--- src/rtl/bps_pkg.sv ---
package bps_pkg;

    localparam int NUM_PLANES = 4;
    localparam int PW         = $clog2(NUM_PLANES);
    localparam int BANK_SHIFT = NUM_PLANES / 2;

    localparam logic [PW-1:0] BANK_OFFSET = PW'(BANK_SHIFT);

    typedef enum logic [PW-1:0] {
        MODE_STATIC = 2'd0,
        MODE_DUAL   = 2'd1,
        MODE_TRI    = 2'd2,
        MODE_QUAD   = 2'd3
    } mux_mode_e;

    // Counter state: logical phase and the mode it is counting for
    typedef struct packed {
        logic [PW-1:0] phase;
        mux_mode_e     mode;
    } ctr_state_t;

    // Mapper state: latched bank and the physical plane presented
    typedef struct packed {
        logic          bank;
        logic [PW-1:0] plane;
    } map_state_t;

    // Last active phase of a mode equals its encoding
    function automatic logic [PW-1:0] last_phase(mux_mode_e m);
        return PW'(m);
    endfunction

    // Modes with an alternate bank
    function automatic logic is_banked(mux_mode_e m);
        return (m == MODE_STATIC) || (m == MODE_DUAL);
    endfunction

endpackage

--- src/rtl/bps_phase_ctr.sv ---
module bps_phase_ctr
    import bps_pkg::*;
(
    input  logic          clk,
    input  logic          rst_n,
    input  mux_mode_e     mode_i,
    input  logic          step_i,
    input  logic          sync_i,
    output logic [PW-1:0] phase_q_o,
    output logic [PW-1:0] phase_d_o,
    output mux_mode_e     mode_q_o,
    output mux_mode_e     mode_d_o,
    output logic          frame_start_o
);

    ctr_state_t st_d, st_q;
    logic       resync;
    logic       at_last;

    always_comb begin
        st_d          = st_q;
        frame_start_o = 1'b0;
        resync        = sync_i || (mode_i != st_q.mode);
        at_last       = (st_q.phase == last_phase(st_q.mode));
        if (resync) begin
            st_d.mode  = mode_i;
            st_d.phase = last_phase(mode_i);
        end else if (step_i) begin
            if (at_last) begin
                st_d.phase    = '0;
                frame_start_o = 1'b1;
            end else begin
                st_d.phase = st_q.phase + 1'b1;
            end
        end
    end

    always_ff @(posedge clk or negedge rst_n) begin
        if (!rst_n) begin
            st_q <= '{phase: '0, mode: MODE_STATIC};
        end else begin
            st_q <= st_d;
        end
    end

    assign phase_q_o = st_q.phase;
    assign phase_d_o = st_d.phase;
    assign mode_q_o  = st_q.mode;
    assign mode_d_o  = st_d.mode;

endmodule

--- src/rtl/bps_bank_map.sv ---
module bps_bank_map
    import bps_pkg::*;
(
    input  logic          clk,
    input  logic          rst_n,
    input  logic          frame_start_i,
    input  logic          bank_sel_i,
    input  logic [PW-1:0] phase_d_i,
    input  mux_mode_e     mode_d_i,
    output logic [PW-1:0] plane_o,
    output logic          bank_o
);

    map_state_t st_d, st_q;

    always_comb begin
        st_d      = st_q;
        st_d.bank = frame_start_i ? bank_sel_i : st_q.bank;
        if (is_banked(mode_d_i) && st_d.bank) begin
            st_d.plane = phase_d_i + BANK_OFFSET;
        end else begin
            st_d.plane = phase_d_i;
        end
    end

    always_ff @(posedge clk or negedge rst_n) begin
        if (!rst_n) begin
            st_q <= '{bank: 1'b0, plane: '0};
        end else begin
            st_q <= st_d;
        end
    end

    assign plane_o = st_q.plane;
    assign bank_o  = st_q.bank;

endmodule

--- src/rtl/bitplane_seq.sv ---
module bitplane_seq
    import bps_pkg::*;
(
    input  logic          clk,
    input  logic          rst_n,
    input  logic [1:0]    mode_i,
    input  logic          step_i,
    input  logic          sync_i,
    input  logic          bank_sel_i,
    output logic [1:0]    plane_o,
    output logic [1:0]    phase_o
);

    mux_mode_e     mode_q;
    mux_mode_e     mode_d;
    logic [PW-1:0] phase_d;
    logic          frame_start;
    logic          bank_q;

    bps_phase_ctr u_ctr (
        .clk           (clk),
        .rst_n         (rst_n),
        .mode_i        (mux_mode_e'(mode_i)),
        .step_i        (step_i),
        .sync_i        (sync_i),
        .phase_q_o     (phase_o),
        .phase_d_o     (phase_d),
        .mode_q_o      (mode_q),
        .mode_d_o      (mode_d),
        .frame_start_o (frame_start)
    );

    bps_bank_map u_map (
        .clk           (clk),
        .rst_n         (rst_n),
        .frame_start_i (frame_start),
        .bank_sel_i    (bank_sel_i),
        .phase_d_i     (phase_d),
        .mode_d_i      (mode_d),
        .plane_o       (plane_o),
        .bank_o        (bank_q)
    );

endmodule

--- config.mk ---
export PLATFORM = sky130hd
export DESIGN_NAME = bitplane_seq
export DESIGN_NICKNAME = d
export VERILOG_FILES = /design/src/rtl/bps_pkg.sv /design/src/rtl/bps_phase_ctr.sv /design/src/rtl/bps_bank_map.sv /design/src/rtl/bitplane_seq.sv
export SDC_FILE = /design/constraint.sdc
export NUM_CORES = 1
export LEC_CHECK = 0
export BUFFER_PORTS_ARGS = -buffer_cell sky130_fd_sc_hd__buf_4
export CORE_AREA = 8 8 45 47
export DETAILED_ROUTE_END_ITERATION = 8
export DIE_AREA = 0 0 53 55
export PLACE_DENSITY_LB_ADDON = 0.08
export SETUP_SLACK_MARGIN = 0.5
export SLEW_MARGIN = 20
export SYNTH_ARGS = -nofsm -noshare
export SYNTH_HDL_FRONTEND = slang
export SYNTH_SLANG_ARGS = --single-unit
--- constraint.sdc ---
create_clock -name clk -period 1.8 [get_ports clk]
set_input_delay 0.09 -clock clk [delete_from_list [all_inputs] [get_ports clk]]
set_output_delay 0.09 -clock clk [all_outputs]
set_load 0.005 [all_outputs]
==> results of run 1 <==
## power groups by stage
stage / combinational (uW) / clock, uW / sequential (uW)
final: 157 / 116 / 176
after global routing: 171 / 134 / 178
after CTS: 148 / 122 / 174
after detailed placement: 106 / 0 / 176
after global placement: 105 / 0 / 175
after floorplan: 63.6 / 0 / 172
## synth_stat cells, types with 2 or more instances
cell type / count
dfrtp_1: 6
xnor2_1: 4
inv_1: 2
nand2_1: 2
nand3_1: 2
nand4_1: 2
o211ai_1: 2
## worst register-to-register path: cells and delay by family (launching register included)
family | cells | cell delay [ns]
compound gates | 1 | 0.11
xor+xnor | 1 | 0.20
simple gates | 2 | 0.59
flops | 1 | 0.41
## final timing paths
check	startpoint	end	cells past startpoint
max in group asynchronous	rst_n	u_ctr.phase_q_o[0]$_DFFE_PN0P_	2
min	mode_i[1]	u_ctr.mode_q_o[1]$_DFF_PN0_	1
min in group asynchronous	rst_n	u_map.plane_o[1]$_DFF_PN0_	2
max reg2reg	u_ctr.phase_q_o[0]$_DFFE_PN0P_	u_map.plane_o[1]$_DFF_PN0_	4
min reg2reg	u_map.bank_o$_DFF_PN0_	u_map.bank_o$_DFF_PN0_	2
max	u_ctr.phase_q_o[0]$_DFFE_PN0P_	u_map.plane_o[1]$_DFF_PN0_	4
## layer usage
layer	GRT usage	wire [um]	vias up	share of wire
met2	0.1133	547	4	0.59
met1	0.06512	364	159	0.39
li1	-	-	167	-
met5	0	0	-	0
met3	0.01872	15	0	0.016
met4	0.06466	0	0	0
## kinds of logic (layout without fill, tap and decap cells)
family,after synthesis,in the layout,share of synthesized area
flip-flops,6,6,0.4167
multiplexers,1,1,0.03125
buffers and inverters,5,24,0.07987
XOR/XNOR,5,5,0.1215
AND/OR/NAND/NOR,11,11,0.1945
AO/OA/AOI/OAI,7,7,0.1562
## layout make-up
class | count | area (um2) | area share
inverters | 2 | 7.507 | 0.01293
clock buffers | 3 | 22.52 | 0.03879
well taps | 16 | 20.02 | 0.03448
flip-flops and latches | 6 | 152.6 | 0.2629
multi-input cells | 24 | 230.2 | 0.3966
repair buffers | 19 | 147.6 | 0.2543
## repair_timing
item,CTS,global route
resized for setup,6,5
pin swaps,6,0
hold buffers,2,0
buffers inserted,7,0
endpoints found under the setup margin,3,3
endpoints found under the hold margin,7,0
## metrics by stage
step / area (um2) / utilization / hold slack (ns) / instances
finish: 580.6 / 0.4195 / 0.02791 / 70
global route: 580.6 / 0.4195 / 0.01546 / 70
CTS: 565.5 / 0.4087 / 0.01783 / 70
detailed placement: 434.2 / 0.3137 / -0.1025 / 58
global placement: 434.2 / 0.3137 / -0.1027 / 58
floorplan: 360.3 / - / -0.2056 / 35
==> run metrics, run 1 <==
Max Fclk=roughly 720 MHz; status=finished, final reports clean; first-pass GRT wire length=1414 um; relative slew slack=0.8428; setup tns final=0 ns; CTS tree=done; most frequent cells in the layout=buf_4 (17), xnor2_2 (4), dfrtp_1 (4), clkbuf_4 (3); Finish-stage setup viols=0; Initial DRC Count=1; Setup CP Type=reg -> reg; hpwl dp=655.5 um; clock buffer count from CTS=3; CTS root buf=clkbuf_4; H-tree Lvls=1; largest net degree at the start of global routing=8; max incr delay on CP=about 0.47 ns; fin crit share=0.7741; drt first pass iters=4; most used flip-flop cell after synthesis=dfrtp_1; Core Rows=14; fin crit period=roughly 1.4 ns; clk slew on worst S/H paths=0.04 ns; synthesis-to-finish area growth=61.11%; CP top delay family=simple AND/OR/NAND/NOR gates; I/O pins=11; Mapped Area=between 300 and 400 um2; drt wl/cell=around 13 um; Logic pwr share=0.350; Syn Nets=between 40 and 50; Worst-Skew Late Latency=between 0.2 and 0.25 ns; final worst slack=slightly above 0.4 ns; WP buf/inv=0; Final Hold Viols=0; slowest stage cell on the critical path=or4_1; Die X=53 um; fillcell total=~140; vias in the first global route=355; Place WS=~0.22 ns; Post-synth ARST share=1.000; RSZ-0062 raised after global routing=yes; Layout Nets=between 60 and 70; IO Port Bufs=10; Unique masters post-synth=22; CP arrival=about 1.5 ns; Least-Margin Pin Slew=between 0.2 and 0.25 ns; Synth Area per Inst=10.30 um2; Peak VDD IR=approximately 0.37 mV; starting density of the core=0.2604; most common cell after layout, fill and taps aside=buf_4; Setup crit end kind=flop; Die Height=about 55 um; Seq/Total Area, Yosys=0.4167; critical-path cell list=xnor2_2 -> nand3_2 -> or4_1 -> o211ai_1; core area=1384 um2; P_sw=124.7 uW; largest buffer count on any clock path=2; YS warnings=0; Clk pwr share=0.258; Tot GR Track Use=0.06714; synthesized instance count=35; Clock Sinks=6; max cap viols=0; Worst Clk Skew=about 0.0027 ns; routed vias=330; worst endpoint required time=a little under 2 ns; Post-synth EDFFs=0; Internal=~320 uW; Synth area leaders=dfrtp_1 (42%), xnor2_1 (9.7%), o211ai_1 (4.2%); CP startpoint kind=flop; Worst Path Max Fanout=2; Via-to-Cell Ratio=between 4 and 5; top cell type's share of synthesized area=0.4167; DRT antenna net count=0; #FFs+latches synth=6; switching share of power=0.2783; Hold Crit Class=in -> reg; Reg2Reg Setup Slack=approximately 0.4 ns; Max Transition Viols Final=0; total power=between 400 and 500 uW; GR Overflow Total=0; fraction of layout cells with a size suffix above 1=0.6111; Post-Route WL=927 um; Sequential Power Share=0.392; area leader, netlist=dfrtp_1; global placement routability congestion=0.7214; ant diodes=0; PwrDens=around 770 nW/um2; Leak=roughly 0.00026 uW; die area=approximately 2900 um2; DRC Markers=0; initial antenna violation count=0
No activity file was read; power rests on OpenSTA's default activity.
==> inputs of run 2 (changes only) <==
==> constraint.sdc (replaced) <==
create_clock -name clk -period 1.15 [get_ports clk]
set_input_delay 0.0575 -clock clk [delete_from_list [all_inputs] [get_ports clk]]
set_output_delay 0.0575 -clock clk [all_outputs]
set_load 0.005 [all_outputs]
==> run metrics, run 2 (synthesis results as in run 1) <==
synthesis-to-finish area growth=106.2%; I/O pins=11; P_sw=223.2 uW; Setup CP Type=reg -> reg; setup tns final=-0.9180 ns; RSZ-0062 raised after global routing=yes; Sequential Power Share=0.345; slowest stage cell on the critical path=or4_4; Cell Count, Final, Fillers Out=82; Reg2Reg Depth=4; Tot GR Track Use=0.07578; fin crit period=between 1 and 1.5 ns; Layout Nets=75; Placed Cells=70; die area=a little under 3000 um2; clk slew on worst S/H paths=0.04 ns; fillcell total=around 120; Internal=between 500 and 600 uW; max incr delay on CP=between 0.4 and 0.5 ns; WHS=between 0.05 and 0.06 ns; Peak VDD IR=0.6379 mV; DRC Markers=0; global placement routability congestion=0.7878; clock buffer count from CTS=3; Clk pwr share=0.224; Worst Path Max Fanout=3; hold depth=2; drt wl/cell=13.30 um; most common cell after layout, fill and taps aside=buf_4; Storage cell area=~150 um2; CP arrival=approximately 1.6 ns; largest buffer count on any clock path=2; CTS tree=done; Finish-stage setup viols=5; Final Hold Viols=0; Leak=approximately 0.00035 uW; Die X=roughly 53 um; Initial DRC Count=2; Via-to-Cell Ratio=~4.7; Clock Sinks=6; first-pass GRT wire length=approximately 1600 um; status=finished with violations; most frequent cells in the layout=buf_4 (18), buf_6 (11), dfrtp_1 (4), xnor2_2 (3), clkbuf_4 (3); max cap viols=0; Die Height=55 um; initial antenna violation count=0; fin crit share=1.258; Max Transition Viols Final=0; Worst Clk Skew=~0.0024 ns; ant diodes=0; core area=1384 um2; vias in the first global route=~380; critical-path cell list=xnor2_2 -> nand3_2 -> or4_4 -> o211ai_1; Core Util, Final=0.5371; drt first pass iters=4; largest net degree at the start of global routing=7; routed vias=about 380; Setup crit end kind=flop; worst endpoint required time=around 1.3 ns; Least-Margin Pin Slew=0.2110 ns; CP startpoint kind=flop; final worst slack=-0.2972 ns; H-tree Lvls=1; Design Area, Final=743.2 um2; DRT antenna net count=0; Logic pwr share=0.431; relative slew slack=0.8586; Worst-Skew Late Latency=about 0.24 ns; starting density of the core=0.2604; multi-input logic area=251.5 um2; switching share of power=0.2755; Post-Route WL=between 1000 and 1500 um; failing checks=setup timing; Placed Area=524.3 um2; Hold Crit Class=in -> reg; fraction of layout cells with a size suffix above 1=0.7273; IO Port Bufs=10; CTS root buf=clkbuf_4; GR Overflow Total=0; Max Fclk=between 600 and 700 MHz; PwrDens=~1100 nW/um2; Core Rows=14
## run 2: per-stage QoR
stage                     power [uW]  setup slack (ns)
after floorplan                369.9           -0.2611
after global routing           865.0           -0.3703
after detailed placement       495.4           -0.2960
final                          810.3           -0.2972
after global placement         494.8           -0.2590
after CTS                      775.3           -0.2616
## run 2: worst max-delay path, delay by kind of cell, from the launching register on
kind	cells	cell delay (ns)
and+or+nand+nor	2	0.58
AOI/OAI and AO/OA	1	0.12
xor gates and xnor gates	1	0.22
DFF	1	0.43
## run 2: final cells by class
cell class | count | area share
flip-flops and latches | 6 | 0.2054
multi-input cells | 24 | 0.3384
well taps | 16 | 0.02694
repair buffers | 31 | 0.3889
inverters | 2 | 0.01010
clock buffers | 3 | 0.03030
## run 2: power by group through the flow
stage / logic [uW] / registers [uW] / clock network [uW]
6_report: 350 / 279 / 181
3_5_place_dp: 228 / 268 / 0
3_3_place_gp: 227 / 268 / 0
5_1_grt: 372 / 281 / 212
4_1_cts: 306 / 275 / 194
2_1_floorplan: 100 / 270 / 0
## run 2: worst paths after layout
kind                                             start  slack [ns]                           end
min in group asynchronous                        rst_n        0.16        u_map.bank_o$_DFF_PN0_
hold reg to reg                 u_map.bank_o$_DFF_PN0_        0.56        u_map.bank_o$_DFF_PN0_
hold / removal                               mode_i[0]        0.06                          flop
setup / recovery           u_ctr.mode_q_o[1]$_DFF_PN0_       -0.30    u_map.plane_o[1]$_DFF_PN0_
max in group asynchronous                        rst_n        0.87  u_ctr.phase_q_o[1]$_DFF_PN0_
setup reg to reg           u_ctr.mode_q_o[1]$_DFF_PN0_       -0.30    u_map.plane_o[1]$_DFF_PN0_
## run 2: layer usage
layer  share of wire  routed length, um  track usage
met2            0.56                611       0.1230
met4          0.0082                  9      0.06466
met5               0                  0            0
met3           0.052                 57      0.03209
met1            0.38                412      0.07396
## run 2: repair_timing
item                       CTS  global route
gates cloned                 0             0
hold endpoints to repair     6             0
resized for setup           17             8
hold buffers                 1             0
buffers inserted             4             4
pin swaps                    4             6
setup endpoints to repair    8             8
==> inputs of run 3 (changes only) <==
--- a/config.mk
+++ b/config.mk
@@ -7,9 +7,10 @@
 export LEC_CHECK = 0
 export BUFFER_PORTS_ARGS = -buffer_cell sky130_fd_sc_hd__buf_4
 export CORE_AREA = 8 8 45 47
+export CTS_CLUSTER_SIZE = 10
 export DETAILED_ROUTE_END_ITERATION = 8
 export DIE_AREA = 0 0 53 55
-export PLACE_DENSITY_LB_ADDON = 0.08
+export PLACE_DENSITY = 0.6
 export SETUP_SLACK_MARGIN = 0.5
 export SLEW_MARGIN = 20
 export SYNTH_ARGS = -nofsm -noshare
==> run metrics, run 3 (synthesis results as in run 1) <==
status=finished with violations; failing checks=setup timing; relative slew slack=0.8498; Worst Clk Skew=between 0.005 and 0.006 ns; Leak=0.0002908 uW; Setup crit end kind=flop; DRC Markers=0; core area=~1400 um2; max cap viols=0; Core Rows=14; fin crit share=1.228; worst endpoint required time=1.31 ns; top layer in use=met3; ant diodes=0; RSZ-0062 raised after global routing=yes; hpwl dp=between 700 and 800 um; die area=roughly 3000 um2; I/O pins=11; routed vias=369; Clk pwr share=0.252; Die Height=~55 um; Met3 Wirelength=roughly 82 um; setup tns final=-0.6878 ns; PwrDens=between 1000 and 1500 nW/um2; Internal=537.0 uW; Worst Path Max Fanout=2; total power=747.1 uW; Layout Nets=67; CTS tree=done; Post-Route WL=1010 um; IO Port Bufs=10; DRT met1 WL=around 400 um; fin crit period=between 1 and 1.5 ns; clock buffer count from CTS=3; Max Fclk=about 700 MHz; clk slew on worst S/H paths=approximately 0.05 ns; Worst-Skew Late Latency=approximately 0.24 ns; initial antenna violation count=0; switching share of power=0.2812; Finish-stage setup viols=4; drt first pass iters=4; CP startpoint kind=flop; Via-to-Cell Ratio=4.986; largest net degree at the start of global routing=7; most common cell after layout, fill and taps aside=buf_4; Initial DRC Count=4; drt wl/cell=13.65 um; GR Overflow Total=0; Max Transition Viols Final=0; largest buffer count on any clock path=2; P_sw=around 210 uW; CTS root buf=clkbuf_4; Tot GR Track Use=0.07785; Core Util, Final=0.4656; WL met2=~530 um; first-pass GRT wire length=~1700 um; most frequent cells in the layout=buf_4 (13), buf_6 (9), dfrtp_1 (5), clkbuf_4 (3); final worst slack=-0.2620 ns; fraction of layout cells with a size suffix above 1=0.6207; Sequential Power Share=0.371; Setup CP Type=reg -> reg; synthesis-to-finish area growth=78.82%; Least-Margin Pin Slew=approximately 0.22 ns; Die X=roughly 53 um; Clock Sinks=6; CP arrival=around 1.6 ns; Logic pwr share=0.377; Hold Crit Class=in -> reg; H-tree Lvls=1; vias in the first global route=around 380; DRT antenna net count=0; Peak VDD IR=between 0.5 and 0.6 mV; global placement routability congestion=approximately 0.71; starting density of the core=0.2604; Final Hold Viols=0
run 3: worst max-delay path, cell delays in order, from the launching register on:
cell	delay, ns
dfrtp_1	0.40
xnor2_1	0.23
nand3_1	0.12
or4_1	0.49
o211ai_1	0.09
run 3: layout make-up:
cell class                      instances  area, um2
Fill cell                             133      739.5
Multi-Input combinational cell         24      234.0
Timing Repair Buffer                   23      209.0
Sequential cell                         6      151.4
Clock buffer                            3      22.52
Tap cell                               16      20.02
Inverter                                2      7.507
run 3: routing by layer:
| metal | global-route usage | vias up |
|---|---|---|
| li1 | - | 173 |
| met1 | 0.07822 | 187 |
| met2 | 0.1289 | 9 |
| met3 | 0.03743 | 0 |
| met4 | 0.04741 | 0 |
| met5 | 0 | - |
run 3: what timing repair did:
action                                 in CTS  in global routing
gates resized for setup                     9                 10
hold buffers                                1                  0
endpoints found under the hold margin       6                  0
setup endpoints to repair                   8                  8
buffers inserted                            0                  3
pin swaps                                   4                  4
run 3: final timing paths:
kind / startpoint / endpoint / slack [ns] / depth (start not counted)
min: mode_i[0] / flop / 0.08 / 2
max in group asynchronous: rst_n / async pin / 0.84 / 2
max reg2reg: u_ctr.phase_q_o[1]$_DFF_PN0_ / u_map.plane_o[1]$_DFF_PN0_ / -0.26 / 4
min in group asynchronous: rst_n / u_map.plane_o[1]$_DFF_PN0_ / 0.18 / 2
max: u_ctr.phase_q_o[1]$_DFF_PN0_ / u_map.plane_o[1]$_DFF_PN0_ / -0.26 / 4
min reg2reg: u_map.bank_o$_DFF_PN0_ / u_map.bank_o$_DFF_PN0_ / 0.56 / 2
run 3: metrics by stage:
step	hold slack (ns)	std cells	area, um2	setup slack, ns
finish	0.08115	74	644.4	-0.2620
global route	0.06309	74	644.4	-0.3550
CTS	0.05021	71	579.3	-0.2536
detailed placement	-0.1267	67	501.7	-0.2489
global placement	-0.1295	67	501.7	-0.2389
floorplan	-0.2381	35	360.3	-0.2611
run 3: power by group through the flow:
stage                     Sequential (uW)  Clock [uW]  Combinational [uW]
after detailed placement              270           0                 209
final                                 277         189                 281
after global placement                269           0                 206
after global routing                  281         227                 306
after floorplan                       270           0                 100
after CTS                             272         202                 240
